===== src/rtl/pwm_pkg.sv =====
package pwm_pkg;

    localparam int DATA_W = 16;
    localparam logic [2:0] FUNC_PWM = 3'b001;

    typedef enum logic [1:0] {
        A_CTRL  = 2'd0,
        A_STAT  = 2'd1,
        A_CYCLE = 2'd2,
        A_DUTY  = 2'd3
    } reg_addr_e;

    typedef enum logic [1:0] {
        EDGE_NONE = 2'd0,
        EDGE_RISE = 2'd1,
        EDGE_FALL = 2'd2,
        EDGE_BOTH = 2'd3
    } edge_sel_e;

    typedef struct packed {
        logic       rsv;
        logic [2:0] func;
        logic [3:0] clk_sel;
        edge_sel_e  edge_sel;
        logic       restart;
        logic       mask;
        logic       invert;
        logic       one_shot;
        logic       sw_trig;
        logic       enable;
    } ctrl_t;

    typedef struct packed {
        logic trig;
        logic duty;
        logic uf;
    } evt_t;

    // log2 of clocks per counter step for a clock-select code
    function automatic logic [4:0] pre_shift(input logic [3:0] code);
        return (code < 4'd3) ? {code, 1'b0} : (5'(code) + 5'd4);
    endfunction

endpackage


===== src/rtl/pwm_regs.sv =====
module pwm_regs
    import pwm_pkg::*;
#(
    parameter int CNT_W = 16
) (
    input  logic                clk,
    input  logic                rst,
    input  logic                wr_en,
    input  logic [1:0]          addr,
    input  logic [DATA_W-1:0]   wdata,
    input  logic                rmw_rd,
    output logic [DATA_W-1:0]   rdata,
    input  evt_t                evt,
    output ctrl_t               ctrl,
    output logic                sw_trig_q,
    output evt_t                flags,
    output evt_t                ie,
    output logic [CNT_W-1:0]    cycle_buf,
    output logic [CNT_W-1:0]    duty_buf
);

    ctrl_t ctrl_q, ctrl_nxt;
    evt_t  flags_q, ie_q, keep_mask;
    logic  wr_ctrl, wr_stat;

    assign wr_ctrl = wr_en && (addr == A_CTRL);
    assign wr_stat = wr_en && (addr == A_STAT);

    always_comb begin
        ctrl_nxt         = ctrl_t'(wdata);
        ctrl_nxt.sw_trig = 1'b0;
        ctrl_nxt.rsv     = 1'b0;
        if (ctrl_q.enable)
            ctrl_nxt.one_shot = ctrl_q.one_shot;
    end

    assign keep_mask = wr_stat ? evt_t'(wdata[2:0]) : evt_t'(3'b111);

    always_ff @(posedge clk) begin
        if (rst) begin
            ctrl_q    <= '0;
            sw_trig_q <= 1'b0;
            flags_q   <= '0;
            ie_q      <= '0;
            cycle_buf <= '0;
            duty_buf  <= '0;
        end else begin
            sw_trig_q <= wr_ctrl && wdata[1];
            flags_q   <= (flags_q & keep_mask) | evt;
            if (wr_ctrl)
                ctrl_q <= ctrl_nxt;
            if (wr_stat)
                ie_q <= evt_t'(wdata[6:4]);
            if (wr_en && (addr == A_CYCLE))
                cycle_buf <= wdata[CNT_W-1:0];
            if (wr_en && (addr == A_DUTY))
                duty_buf <= wdata[CNT_W-1:0];
        end
    end

    always_comb begin
        case (reg_addr_e'(addr))
            A_CTRL:  rdata = ctrl_q;
            A_STAT:  rdata = {9'd0, ie_q, 1'b0, (rmw_rd ? 3'b111 : flags_q)};
            A_CYCLE: rdata = DATA_W'(cycle_buf);
            default: rdata = DATA_W'(duty_buf);
        endcase
    end

    assign ctrl  = ctrl_q;
    assign flags = flags_q;
    assign ie    = ie_q;


    uf_flag_set_chk: assert property (@(posedge clk) disable iff (rst)
        evt.uf |=> flags_q.uf);


    mode_lock_chk: assert property (@(posedge clk) disable iff (rst)
        (wr_ctrl && ctrl_q.enable) |=> (ctrl_q.one_shot == $past(ctrl_q.one_shot)));

endmodule


===== src/rtl/pwm_trig_detect.sv =====
module pwm_trig_detect
    import pwm_pkg::*;
(
    input  logic      clk,
    input  logic      rst,
    input  logic      enable,
    input  edge_sel_e edge_sel,
    input  logic      trig_in,
    input  logic      sw_trig,
    output logic      trig_evt
);

    logic trig_q, rise, fall, edge_hit;

    always_ff @(posedge clk) begin
        if (rst) trig_q <= 1'b0;
        else     trig_q <= trig_in;
    end

    assign rise = trig_in && !trig_q;
    assign fall = !trig_in && trig_q;

    always_comb begin
        case (edge_sel)
            EDGE_RISE: edge_hit = rise;
            EDGE_FALL: edge_hit = fall;
            EDGE_BOTH: edge_hit = rise || fall;
            default:   edge_hit = 1'b0;
        endcase
    end

    assign trig_evt = enable && (sw_trig || edge_hit);

endmodule


===== src/rtl/pwm_prescale.sv =====
module pwm_prescale
    import pwm_pkg::*;
#(
    parameter int PRE_W = 20
) (
    input  logic       clk,
    input  logic       rst,
    input  logic       run,
    input  logic       clr,
    input  logic [3:0] clk_sel,
    output logic       tick
);

    logic [PRE_W-1:0] pre_q, limit;

    assign limit = (PRE_W'(1) << pre_shift(clk_sel)) - PRE_W'(1);
    assign tick  = run && (pre_q == limit);

    always_ff @(posedge clk) begin
        if (rst || !run || clr || tick) pre_q <= '0;
        else                            pre_q <= pre_q + PRE_W'(1);
    end

endmodule


===== src/rtl/pwm_counter.sv =====
module pwm_counter
    import pwm_pkg::*;
#(
    parameter int CNT_W = 16
) (
    input  logic             clk,
    input  logic             rst,
    input  logic             en,
    input  logic             one_shot,
    input  logic             restart_en,
    input  logic             trig_evt,
    input  logic             tick,
    input  logic [CNT_W-1:0] cycle_buf,
    input  logic [CNT_W-1:0] duty_buf,
    output logic             accept,
    output logic             running,
    output logic             out_hi,
    output evt_t             evt
);

    logic             running_q, uf_evt, step;
    logic [CNT_W-1:0] cnt_q, duty_act, cnt_dec;

    assign accept  = en && trig_evt && (!running_q || restart_en);
    assign uf_evt  = en && running_q && tick && (cnt_q == '0) && !accept;
    assign step    = en && running_q && tick && (cnt_q != '0) && !accept;
    assign cnt_dec = cnt_q - CNT_W'(1);

    always_ff @(posedge clk) begin
        if (rst) begin
            running_q <= 1'b0;
            cnt_q     <= '0;
            duty_act  <= '0;
        end else if (!en) begin
            running_q <= 1'b0;
        end else if (accept) begin
            running_q <= 1'b1;
            cnt_q     <= cycle_buf;
        end else if (uf_evt) begin
            cnt_q    <= cycle_buf;
            duty_act <= duty_buf;
            if (one_shot) running_q <= 1'b0;
        end else if (step) begin
            cnt_q <= cnt_dec;
        end
    end

    assign evt.trig = trig_evt;
    assign evt.uf   = uf_evt;
    assign evt.duty = (accept && (cycle_buf == duty_act))
                   || (uf_evt && (cycle_buf == duty_buf))
                   || (step && (cnt_dec == duty_act));

    assign running = running_q;
    assign out_hi  = running_q && (cnt_q <= duty_act);


    reload_chk: assert property (@(posedge clk) disable iff (rst)
        uf_evt |=> (cnt_q == $past(cycle_buf)));


    duty_hold_chk: assert property (@(posedge clk) disable iff (rst)
        !$stable(duty_act) |-> $past(uf_evt));


    oneshot_stop_chk: assert property (@(posedge clk) disable iff (rst)
        (uf_evt && one_shot) |=> !running_q);


    no_restart_chk: assert property (@(posedge clk) disable iff (rst)
        (en && running_q && trig_evt && !restart_en && !uf_evt)
        |=> (cnt_q == $past(cnt_q) - CNT_W'($past(tick))));

endmodule


===== src/rtl/pwm_timer.sv =====
module pwm_timer
    import pwm_pkg::*;
#(
    parameter int CNT_W = 16,
    parameter int PRE_W = 20
) (
    input  logic        clk,
    input  logic        rst,
    input  logic        bus_wr,
    input  logic [1:0]  bus_addr,
    input  logic [15:0] bus_wdata,
    input  logic        bus_rmw,
    output logic [15:0] bus_rdata,
    input  logic        trig_in,
    output logic        pwm_out,
    output logic        irq
);

    ctrl_t            ctrl;
    evt_t             flags, ie, evt;
    logic             sw_trig_q, trig_evt, en_eff, tick, accept, running, out_hi;
    logic [CNT_W-1:0] cycle_buf, duty_buf;

    pwm_regs #(.CNT_W(CNT_W)) regs_i (
        .clk(clk), .rst(rst), .wr_en(bus_wr), .addr(bus_addr), .wdata(bus_wdata),
        .rmw_rd(bus_rmw), .rdata(bus_rdata), .evt(evt), .ctrl(ctrl),
        .sw_trig_q(sw_trig_q), .flags(flags), .ie(ie),
        .cycle_buf(cycle_buf), .duty_buf(duty_buf)
    );

    assign en_eff = ctrl.enable && (ctrl.func == FUNC_PWM);

    pwm_trig_detect trig_i (
        .clk(clk), .rst(rst), .enable(en_eff), .edge_sel(ctrl.edge_sel),
        .trig_in(trig_in), .sw_trig(sw_trig_q), .trig_evt(trig_evt)
    );

    pwm_prescale #(.PRE_W(PRE_W)) pre_i (
        .clk(clk), .rst(rst), .run(running), .clr(accept),
        .clk_sel(ctrl.clk_sel), .tick(tick)
    );

    pwm_counter #(.CNT_W(CNT_W)) cnt_i (
        .clk(clk), .rst(rst), .en(en_eff), .one_shot(ctrl.one_shot),
        .restart_en(ctrl.restart), .trig_evt(trig_evt), .tick(tick),
        .cycle_buf(cycle_buf), .duty_buf(duty_buf), .accept(accept),
        .running(running), .out_hi(out_hi), .evt(evt)
    );

    assign pwm_out = !ctrl.mask && (out_hi ^ ctrl.invert);
    assign irq     = |(flags & ie);

endmodule


===== config.mk =====
export PLATFORM = sky130hd
export DESIGN_NAME = pwm_timer
export DESIGN_NICKNAME = d
export VERILOG_FILES = /design/src/rtl/pwm_pkg.sv /design/src/rtl/pwm_regs.sv /design/src/rtl/pwm_trig_detect.sv /design/src/rtl/pwm_prescale.sv /design/src/rtl/pwm_counter.sv /design/src/rtl/pwm_timer.sv
export SDC_FILE = /design/constraint.sdc
export NUM_CORES = 1
export LEC_CHECK = 0
export BUFFER_PORTS_ARGS = -buffer_cell sky130_fd_sc_hd__buf_4
export CAP_MARGIN = 5
export CELL_PAD_IN_SITES_DETAIL_PLACEMENT = 1
export CELL_PAD_IN_SITES_GLOBAL_PLACEMENT = 2
export CORE_MARGIN = 5
export CORE_UTILIZATION = 30
export CTS_BUF_LIST = sky130_fd_sc_hd__clkbuf_4 sky130_fd_sc_hd__clkbuf_8
export CTS_CLUSTER_DIAMETER = 100
export DETAILED_ROUTE_END_ITERATION = 8
export PLACE_DENSITY = 0.82
export SYNTH_ARGS = -nofsm -noshare
export SYNTH_HDL_FRONTEND = slang
export SYNTH_SLANG_ARGS = --single-unit

===== constraint.sdc =====
create_clock -name clk -period 3.87 [get_ports clk]
set_input_delay 0 -clock clk [delete_from_list [all_inputs] [get_ports clk]]
set_output_delay 0 -clock clk [all_outputs]
set_load 0.01 [all_outputs]

# After elaboration in Yosys (flattened, before gate mapping)
# Index checks and enable logic that the tools add are counted.
[totals]
register_bits = 107
input_bits = 23
out_inout_bits = 18
[classes]
n_addsub = 4
order_cmp = 2
eq_ne = 11
shift = 1
mux = 11
bitwise = 7
n_reduce_logical = 48
[op_table]
columns = ["op", "n"]
rows = [
  ["16-bit == test", 3],
  ["16-bit 2-to-1 mux", 3],
  ["16-bit case mux with 3 select lines", 1],
  ["1-bit logical AND", 23],
  ["20-bit by 1-bit adder with 20-bit output (second input constant)", 1],
  ["20-bit == test", 1],
  ["1-bit by 5-bit left shift with 20-bit output (first input constant)", 1],
  ["20-bit by 2-bit subtractor with 20-bit output (second input constant)", 1],
  ["16-bit less-or-equal comparator", 1],
  ["16-bit logical NOT", 1],
  ["16-bit nonzero test", 1],
  ["16-bit by 1-bit subtractor with 16-bit output (second input constant)", 1],
  ["2-bit == test (second input constant)", 4],
  ["1-bit logical OR", 8],
  ["3-bit bitwise AND", 2],
  ["3-bit 2-to-1 mux", 2],
  ["2-bit AND reduction", 3],
  ["4-bit by 3-bit adder with 5-bit output (second input constant)", 1],
  ["1-bit logical NOT", 5],
  ["5-bit 2-to-1 mux", 1],
  ["2-bit by 1-bit == test with 1-bit output (second input constant)", 2],
  ["4-bit by 2-bit < comparator with 1-bit output (second input constant)", 1],
  ["2-bit nonzero test", 2],
  ["3-bit by 1-bit == test with 1-bit output (second input constant)", 1],
  ["10 further kinds", 14],
]

# Depth between registers and ports, before layout
# Gate-level depths: netlist of the first run.
[logic_depth]
depth_word = 14
ltp_mapped = 18

# Hierarchy
# A second synthesis of the first run with hierarchy kept.
[unflattened]
hier_cells = 873
area_unflattened_um2 = 7546.0
[modules_own_cells]
columns = ["mod", "instances", "cells_each", "area_each_um2", "seq_area_each_um2"]
rows = [
  ["pwm_counter", 1, 358, 2887.8, 660.6],
  ["pwm_regs", 1, 242, 2538.7, 1061.0],
  ["pwm_prescale", 1, 256, 1991.9, 400.4],
  ["pwm_trig_detect", 1, 12, 91.3, 20.0],
  ["pwm_timer", 1, 5, 36.3, 0.0],
]

# Worst setup path before layout of the first run
# OpenSTA, ideal clock, no wires.
[synth_timing]
path_kind = "register -> register"
start = "register regs_i.ctrl_q, in the netlist regs_i.ctrl[10]"
end = "register cnt_i.duty_act[10]"
setup_ps = 70
arrival_ps = 4149
slack_ps = -350
path_stages_with_launch = 18
path_buffers = 4
cell_sequence = "dfxtp_1 > inv_1 > ha_1 > buf_6 > buf_2 > nor2b_1 > nand4_1 > ha_1 > clkbuf_1 > inv_1 > o311a_1 > o21ai_0 > or4b_2 > or4_4 > nor4_4 > buf_6 > nand2_1 > a21oi_1"
[synth_via]
elab_chain_cells = 10
elab_cells_between_ends = 11
cone_classes = "add/sub: 2; order compare: 1; eq/ne: 1; shift: 1; mux: 1; reduce/logical: 5"
[synth_lines]
columns = ["element", "line", "rtl"]
rows = [
  ["from (decl)", "pwm_regs.sv:22", "ctrl_t ctrl_q, ctrl_nxt;"],
  ["from (signal assigned)", "pwm_regs.sv:51", "ctrl_q <= ctrl_nxt;"],
  ["4-bit by 3-bit adder with 5-bit output / 4-bit by 2-bit < comparator with 1-bit output (equally long branches)", "pwm_pkg.sv:41", "return (code < 4'd3) ? {code, 1'b0} : (5'(code) + 5'd4);"],
  ["5-bit 2-to-1 mux *", "pwm_pkg.sv:41", ""],
  ["1-bit by 5-bit left shift with 20-bit output *", "pwm_prescale.sv:16", "assign limit = (PRE_W'(1) << pre_shift(clk_sel)) - PRE_W'(1);"],
  ["20-bit by 2-bit subtractor with 20-bit output *", "pwm_prescale.sv:16", ""],
  ["20-bit == test *", "pwm_prescale.sv:17", "assign tick = run && (pre_q == limit);"],
  ["1-bit logical AND *", "pwm_prescale.sv:17", ""],
  ["1-bit logical AND * (3 in a row)", "pwm_counter.sv:25", "assign uf_evt = en && running_q && tick && (cnt_q == '0) && !accept;"],
  ["3-bit AND reduction (no line) *", "--", ""],
  ["to (signal assigned)", "pwm_counter.sv:41", "duty_act <= duty_buf;"],
  ["to (decl)", "pwm_counter.sv:22", "logic [CNT_W-1:0] cnt_q, duty_act, cnt_dec;"],
]
# Every way passes the cells marked *; elsewhere a longest branch is shown, timed or not.
# A chain may end at the register's enable or synchronous reset.

# Final worst setup path of the first run
[layout_timing]
start = "register regs_i.ctrl_q, in the netlist regs_i.ctrl[10]"
end = "register cnt_i.cnt_q[1]"
[layout_via]
elab_chain_cells = 11
elab_cells_between_ends = 16
cone_classes = "add/sub: 2; order compare: 1; eq/ne: 1; shift: 1; mux: 3; reduce/logical: 8"
[layout_lines]
columns = ["element", "line", "rtl"]
rows = [
  ["4-bit by 3-bit adder with 5-bit output / 4-bit by 2-bit < comparator with 1-bit output (equally long branches)", "pwm_pkg.sv:41", ""],
  ["5-bit 2-to-1 mux *", "pwm_pkg.sv:41", ""],
  ["1-bit by 5-bit left shift with 20-bit output *", "pwm_prescale.sv:16", ""],
  ["20-bit by 2-bit subtractor with 20-bit output *", "pwm_prescale.sv:16", ""],
  ["20-bit == test *", "pwm_prescale.sv:17", ""],
  ["1-bit logical AND *", "pwm_prescale.sv:17", ""],
  ["1-bit logical AND *", "pwm_counter.sv:25, pwm_counter.sv:26", ""],
  ["1-bit logical AND, on equally long branches (2 in a row)", "pwm_counter.sv:26, pwm_counter.sv:25", ""],
  ["3-bit nonzero test (no line) / 16-bit 2-to-1 mux (equally long branches)", "--", ""],
  ["2-bit AND reduction (no line) / 16-bit 2-to-1 mux (equally long branches)", "--", ""],
  ["to (signal assigned)", "pwm_counter.sv:38", "cnt_q <= cycle_buf;"],
  ["to (signal assigned)", "pwm_counter.sv:40", "cnt_q <= cycle_buf;"],
  ["to (signal assigned)", "pwm_counter.sv:44", "cnt_q <= cnt_dec;"],
  ["to (decl)", "pwm_counter.sv:22", ""],
]
# Marks and branches as above.

==> results.py, run 1 <==
metrics = {
    "sta": {
        "worstMarginPinSlew_ps": 1110,
        "hold_violations": 0,
        "layout_min_cycle_time_ps": 3860,
        "timing.hold.ws_ps": 178,
        "max_freq_ghz": 0.259,
        "setup-violations-final": 0,
        "rsz0062_at_grt": "true",
        "slew_headroom_pct": 26.0,
        "fin_skew_ps": 26.4,
        "timing.final.max_slew_violations": 0,
        "finalCritPeriodShare_pct": 99.7,
    },
    "logic_synthesis": {
        "synth-compound-area-share_pct": 20.1,
        "yosys-top-cells-area": "dfxtp_1 29%, nand2_1 7.5%, xnor2_1 5.7%, a21oi_1 5.2%, ha_1 4.6%",
        "yosys.area_share.xor_xnor_pct": 9.88,
        "synth_simple_gate_area_share_pct": 26.6,
        "ys_warn_count": 0,
        "yosys-mux-area-fraction_pct": 3.71,
        "ys_seq_elements": 107,
        "avgSynthCellArea_um2": 7.65,
        "synth_most_common_cell": "nand2_1",
        "yosys.area.top_type": "dfxtp_1",
        "mappedNetlistArea_um2": 7350,
        "synth_cell_types": 81,
        "synth_top_family_by_area": "simple AND/OR/NAND/NOR gates",
        "synth_fa_ha_area_share_pct": 4.59,
        "synth_nets": 1012,
        "yosysSeqAreaShare_pct": 29.1,
        "ys_top_cells_by_count": "147 x nand2_1, 107 x dfxtp_1, 76 x a21oi_1",
        "synth_top_area_share_pct": 29.1,
        "synth_edf_count": 0,
        "synth_async_sr_flop_share_pct": 0,
        "syn_inst": 962,
        "ys.flop_type": "dfxtp_1",
    },
    "place": {
        "gp_congestion": 0.900,
        "hpwl_mm": 19.4,
        "numPortBuffers": 40,
    },
    "final_layout": {
        "diodes": 0,
        "syn2layout_area_growth_pct": 17.6,
        "multi_input_area_um2": 4880,
        "seq_area_um2": 2150,
        "nFillCells": 2973,
        "layout-drive-gt1-share_pct": 14.5,
        "fin_nets": 1051,
        "fin_util_pct": 35.7,
    },
    "route": {
        "wire_per_inst_um": 20.0,
        "dr_total_vias": 7176,
        "routed_wl_mm": 26.6,
        "ant_nets": 0,
        "wl_met2_mm": 12.9,
        "wl_met3_um": 995,
        "drc": 0,
        "drt_iter0_markers": 493,
        "top_layer": "met4",
        "drt_pass1_iterations": 4,
        "m1WireLength_mm": 12.1,
        "viasPerCell": 5.40,
    },
    "clocking": {
        "cts.clk_slew.worst_paths_ps": 130,
        "clock_path_buffers": 2,
        "htree_levels": 3,
        "clkLatencyLatePin_ps": 410,
        "cts_buffers": 9,
        "cts_tree": "built",
        "clock-sinks": 107,
        "cts_root_buffer": "clkbuf_8",
    },
    "worst_setup_path": {
        "critPathCapture": "cnt_i.cnt_q[1]",
        "critPathCaptureType": "flip-flop",
        "cp.arrival_ps": 4110,
        "rr_endpoint": "cnt_i.cnt_q[1]",
        "required_ps": 4120,
        "r2r.worst_path.cells": 16,
        "r2r_start": "regs_i.ctrl[10]",
        "path_class": "flip-flop to flip-flop",
        "crit_path_max_fanout": 7,
        "cp-start-kind": "flip-flop",
        "regToRegSetupSlack_ps": 10,
        "crit_start": "regs_i.ctrl[10]",
    },
    "status": {
        "status": "finished, final reports clean",
    },
    "power_and_ir_drop": {
        "p_seq_share_pct": 51.3,
        "clkPwrFrac_pct": 32.7,
        "power.total_mw": 2.24,
        "netSwitchingFraction_pct": 31.2,
        "powerDensity_nw_per_um2": 259,
        "irDropWorstVdd_mv": 0.170,
        "power.leakage_nw": 3.33,
        "pwr-share-comb_pct": 16.1,
        "p_switching_mw": 0.699,
        "p_int_mw": 1.54,
    },
    "run": {
        "cap_violations": 0,
    },
    "global_routing": {
        "grt_max_degree": 89,
        "gr-total-overflow": 0,
        "grt_pass1_wl_mm": 41.2,
        "first_global_vias": 7274,
        "gr-usage-all-layers_pct": 18.4,
        "antenna_found_initial": 0,
    },
    "die": {
        "io_pins": 41,
        "num_rows": 57,
        "coreArea_um2": 24200,
        "chipHeight_um": 167,
        "die_w_um": 167,
        "die_area_um2": 27700,
        "start_util_pct": 30.3,
    },
    "hold_path": {
        "hold_path.class": "input pin to flip-flop",
    },
}
==> stage by stage <==
step / instance area [µm²] / cells / TNS [ps] / worst slack, ps
floorplan: 7400 / 962 / 0 / 0.0400
global placement: 8090 / 1289 / 0 / 98.3
detailed placement: 8090 / 1289 / 0 / 59.0
CTS: 8460 / 1322 / 0 / 45.4
global route: 8650 / 1330 / -2360 / -124
finish: 8650 / 1330 / 0 / 10.5
==> placed cells by master (no fill, tap or decap), types with 5 or more instances in the layout <==
cell	synthesis	routed
dfxtp_1	107	105
or4_1	6	6
buf_4	2	73
nor2_1	75	75
o21ai_0	55	54
nor4_1	16	16
dlygate4sd3_1	0	17
xnor2_1	48	48
nand3_1	28	28
nand2_2	1	6
inv_1	38	36
or3_1	6	6
nand2b_1	11	11
nor2b_1	7	6
clkbuf_8	0	9
xor2_1	35	34
nor3_1	13	12
a211oi_1	14	13
and3_1	12	12
o211a_1	9	9
a211o_1	7	7
ha_1	27	25
nand2_1	147	140
a41oi_1	10	9
mux4_2	5	5
a21oi_1	76	75
or2_2	8	8
nand4_1	18	18
mux2i_1	16	16
a21o_1	6	6
==> what timing repair did <==
action,CTS,global route
hold endpoints to repair,54,0
gates resized for setup,0,20
endpoints found under the setup margin,0,31
hold buffers,17,0
buffers inserted,0,5
==> metal layers <==
| layer | GRT usage (%) | vias up |
|---|---|---|
| li1 | - | 3477 |
| met4 | 5.51 | 0 |
| met5 | 0 | - |
| met3 | 2.96 | 32 |
| met2 | 31.3 | 160 |
| met1 | 24.1 | 3507 |
==> kinds of logic after synthesis <==
| logic type | after synthesis |
|---|---|
| DFF | 107 |
| and+or+nand+nor | 387 |
| AOI/OAI and AO/OA | 229 |
| xor gates and xnor gates | 83 |
| muxes | 21 |
| adders and majority gates | 27 |
| buffers and inverters | 108 |
==> worst min path at each step <==
stage	end	start	slack (ps)	cells after the start
after floorplan	regs_i.ctrl[10]	bus_wdata[10]	130	2
after global placement	trig_i.trig_q	trig_in	250	3
after detailed placement	trig_i.trig_q	trig_in	260	3
after CTS	regs_i.ie[2]	bus_wr	160	4
after global routing	regs_i.ie[1]	bus_wr	180	4
final	regs_i.ie[2]	bus_wr	180	4
==> sequential cells by signal (all words and copies together) (netlist names) <==
name / cells
regs_i.ie: 3
trig_i.trig_q: 1
cnt_i.running: 1
regs_i.ctrl: 14
regs_i.cycle_buf: 16
cnt_i.duty_act: 16
regs_i.duty_buf: 16
cnt_i.cnt_q: 16
regs_i.flags: 3
pre_i.pre_q: 20
regs_i.sw_trig_q: 1
==> area by class of cell <==
cell class | instances | area share (%)
Sequential cell | 107 | 24.8
Clock buffer | 10 | 1.52
Multi-Input combinational cell | 747 | 56.4
Tap cell | 324 | 4.69
Inverter | 38 | 1.68
Timing Repair Buffer | 98 | 10.1
Clock inverter | 6 | 0.724
==> power groups by stage <==
stage / clock [mW] / sequential [mW] / combinational (mW)
after CTS: 0.753 / 1.15 / 0.349
after global routing: 0.791 / 1.15 / 0.388
after floorplan: 0 / 1.16 / 0.216
after detailed placement: 0 / 1.17 / 0.333
final: 0.731 / 1.15 / 0.360
after global placement: 0 / 1.17 / 0.330
==> critical path: stages (launching register included) <==
cell and delay (ps):
dfxtp_4 390, inv_4 50, ha_4 240, nor2_4 100, nand4_1 160, ha_4 250
xor2_2 180, or4_1 490, a211o_1 310, a32oi_1 170, buf_4 170, or4b_4 500
nor3_4 160, buf_6 150, buf_12 120, mux2i_1 210, a221oi_2 70
No activity file was read; power rests on OpenSTA's default activity.
==> run 2, diff against run 1 <==
--- a/config.mk
+++ b/config.mk
@@ -7,14 +7,12 @@
 export LEC_CHECK = 0
 export BUFFER_PORTS_ARGS = -buffer_cell sky130_fd_sc_hd__buf_4
 export CAP_MARGIN = 5
-export CELL_PAD_IN_SITES_DETAIL_PLACEMENT = 1
-export CELL_PAD_IN_SITES_GLOBAL_PLACEMENT = 2
 export CORE_MARGIN = 5
 export CORE_UTILIZATION = 30
 export CTS_BUF_LIST = sky130_fd_sc_hd__clkbuf_4 sky130_fd_sc_hd__clkbuf_8
 export CTS_CLUSTER_DIAMETER = 100
 export DETAILED_ROUTE_END_ITERATION = 8
-export PLACE_DENSITY = 0.82
+export PLACE_DENSITY = 0.58
 export SYNTH_ARGS = -nofsm -noshare
 export SYNTH_HDL_FRONTEND = slang
 export SYNTH_SLANG_ARGS = --single-unit
==> run 2 against run 1 <==
Effect of this change:
- worst setup slack improved by 71 ps
- critical path type unchanged
- register-to-register slack improved by 70 ps
- highest routed layer unchanged
- first-iteration DRC count increased by 15%
==> results.py, run 2 (synthesis results as in run 1) <==
metrics = {
    "place": {
        "hpwl_mm": 16.8,
        "dp_cells": 1285,
        "numPortBuffers": 40,
        "gp_congestion": 0.898,
    },
    "clocking": {
        "clkLatencyLatePin_ps": 400,
        "cts_root_buffer": "clkbuf_8",
        "cts_tree": "built",
        "cts_buffers": 9,
        "cts.clk_slew.worst_paths_ps": 120,
        "clock_path_buffers": 2,
        "htree_levels": 3,
        "clock-sinks": 107,
    },
    "status": {
        "status": "finished, final reports clean",
    },
    "final_layout": {
        "syn2layout_area_growth_pct": 16.0,
        "top_register": "pre_i.pre_q",
        "fin_nets": 1046,
        "layout-drive-gt1-share_pct": 13.4,
        "final_common_cell": "nand2_1",
        "largest_reg_flops": 20,
        "instances_no_fill": 1325,
        "final_cell_mix": "147 x nand2_1, 105 x dfxtp_1, 76 x a21oi_1",
        "diodes": 0,
    },
    "hold_path": {
        "hold_path.class": "input pin to flip-flop",
        "hold_start": "bus_wr",
        "whs_endpoint": "regs_i.ctrl[14]",
        "hold_depth": 4,
    },
    "worst_setup_path": {
        "cpLargestDelayFamily": "simple AND/OR/NAND/NOR gates",
        "crit_chain": "inv_2 > ha_4 > nor2_4 > nand4_1 > ha_4 > xor2_1 > or4_1 > a211o_1 > a32oi_2 > or4b_4 > nor3_4 > buf_4 > clkbuf_16 > a41oi_1 > o211a_1",
        "critPathCaptureType": "flip-flop",
        "regToRegSetupSlack_ps": 80,
        "cp.arrival_ps": 4100,
        "worst-path-buf-inv": 3,
        "max_stage_delay_ps": 530,
        "cpMostUsedCell": "ha_4",
        "r2r_start": "regs_i.ctrl[10]",
        "rr_endpoint": "cnt_i.cnt_q[9]",
        "required_ps": 4180,
        "crit_path_top_delay_cell": "or4b_4",
        "r2r.worst_path.cells": 15,
        "path_class": "flip-flop to flip-flop",
        "cp-start-kind": "flip-flop",
        "crit_path_max_fanout": 11,
    },
    "route": {
        "drc": 0,
        "drt_pass1_iterations": 5,
        "drt_iter0_markers": 568,
        "wire_per_inst_um": 17.3,
        "routed_wl_mm": 23.0,
        "ant_nets": 0,
        "dr_total_vias": 7087,
        "viasPerCell": 5.35,
    },
    "run": {
        "cap_violations": 0,
    },
    "sta": {
        "max_freq_ghz": 0.264,
        "hold_violations": 0,
        "finalCritPeriodShare_pct": 97.9,
        "layout_min_cycle_time_ps": 3790,
        "slew_headroom_pct": 35.5,
        "timing.final.max_slew_violations": 0,
        "worstMarginPinSlew_ps": 968,
        "fin_skew_ps": 17.8,
        "finalSetupTns_ps": 0,
        "setup-violations-final": 0,
    },
    "global_routing": {
        "gr-total-overflow": 0,
        "grt_pass1_wl_mm": 36.4,
        "gr-usage-all-layers_pct": 16.0,
        "first_global_vias": 6550,
        "grt_max_degree": 89,
        "antenna_found_initial": 0,
    },
    "die": {
        "chipHeight_um": 167,
        "die_area_um2": 27700,
        "start_util_pct": 30.3,
        "io_pins": 41,
        "coreArea_um2": 24200,
        "num_rows": 57,
        "die_w_um": 167,
    },
    "power_and_ir_drop": {
        "powerDensity_nw_per_um2": 257,
        "irDropWorstVdd_mv": 0.209,
        "power.leakage_nw": 3.24,
    },
}
run 2: changes by cell type in the layout (fill, tap and decap cells not counted), moves of 2 or more:
cell	before	now
nand2_1	140	147
nand2_2	6	1
inv_6	4	1
buf_4	73	71
buf_6	2	0
clkbuf_16	3	1
clkinvlp_4	0	2
nand2_4	2	0
run 2: timing repair:
| item | 4_1_cts | 5_1_grt |
|---|---|---|
| buffers inserted | 0 | 6 |
| hold buffers | 17 | 0 |
| hold endpoints to repair | 53 | 0 |
| setup endpoints to repair | 0 | 13 |
| resized for setup | 0 | 8 |
run 2: worst max path at each step:
stage	cells past startpoint	slack (ps)	to	from
finish	15	80	cnt_i.cnt_q[9]	regs_i.ctrl[10]
global route	15	-20	cnt_i.cnt_q[9]	regs_i.ctrl[10]
CTS	14	60	cnt_i.cnt_q[1]	regs_i.ctrl[10]
detailed placement	14	70	cnt_i.cnt_q[1]	regs_i.ctrl[11]
global placement	14	140	cnt_i.cnt_q[1]	regs_i.ctrl[10]
floorplan	17	0.04	cnt_i.duty_act[10]	regs_i.ctrl[10]
run 2: cell type report:
| class | instances | area (µm²) |
|---|---|---|
| Clock inverter | 6 | 60.1 |
| Inverter | 38 | 143 |
| Clock buffer | 10 | 131 |
| Timing Repair Buffer | 93 | 793 |
| Tap cell | 324 | 405 |
| Sequential cell | 107 | 2150 |
| Multi-Input combinational cell | 747 | 4850 |
| Fill cell | 2545 | 15700 |
run 2: through the flow:
stage	instance area, µm²	total power [mW]	setup WS [ps]	utilization, %	hold WS (ps)
2_1_floorplan	7400	1.37	0.0400	-	126
3_3_place_gp	8060	1.49	143	33.2	261
3_5_place_dp	8060	1.49	67.3	33.2	268
4_1_cts	8420	2.19	59.1	34.7	145
5_1_grt	8530	2.29	-19.4	35.2	168
6_report	8530	2.19	81.7	35.2	151
run 2: routing by layer:
layer / vias up / GRT usage (%) / share of wire (%)
li1: 3481 / - / -
met1: 3342 / 23.7 / 48
met2: 240 / 24.1 / 44
met3: 24 / 2.61 / 6.1
met4: 0 / 4.52 / 1.6
met5: - / 0 / 0
run 2: worst min-delay path: cells and delay by family:
kind | cells | cell delay, ps
AO/OA/AOI/OAI | 1 | 50
buffers and inverters | 1 | 140
AND/OR/NAND/NOR | 2 | 320
run 2: power breakdown:
part | switching, mW | leakage, nW | internal [mW]
logic | 0.194 | 2.29 | 0.158
registers | 0.0294 | 0.867 | 1.12
clock network | 0.441 | 0.0912 | 0.255
total | 0.664 | 3.24 | 1.53
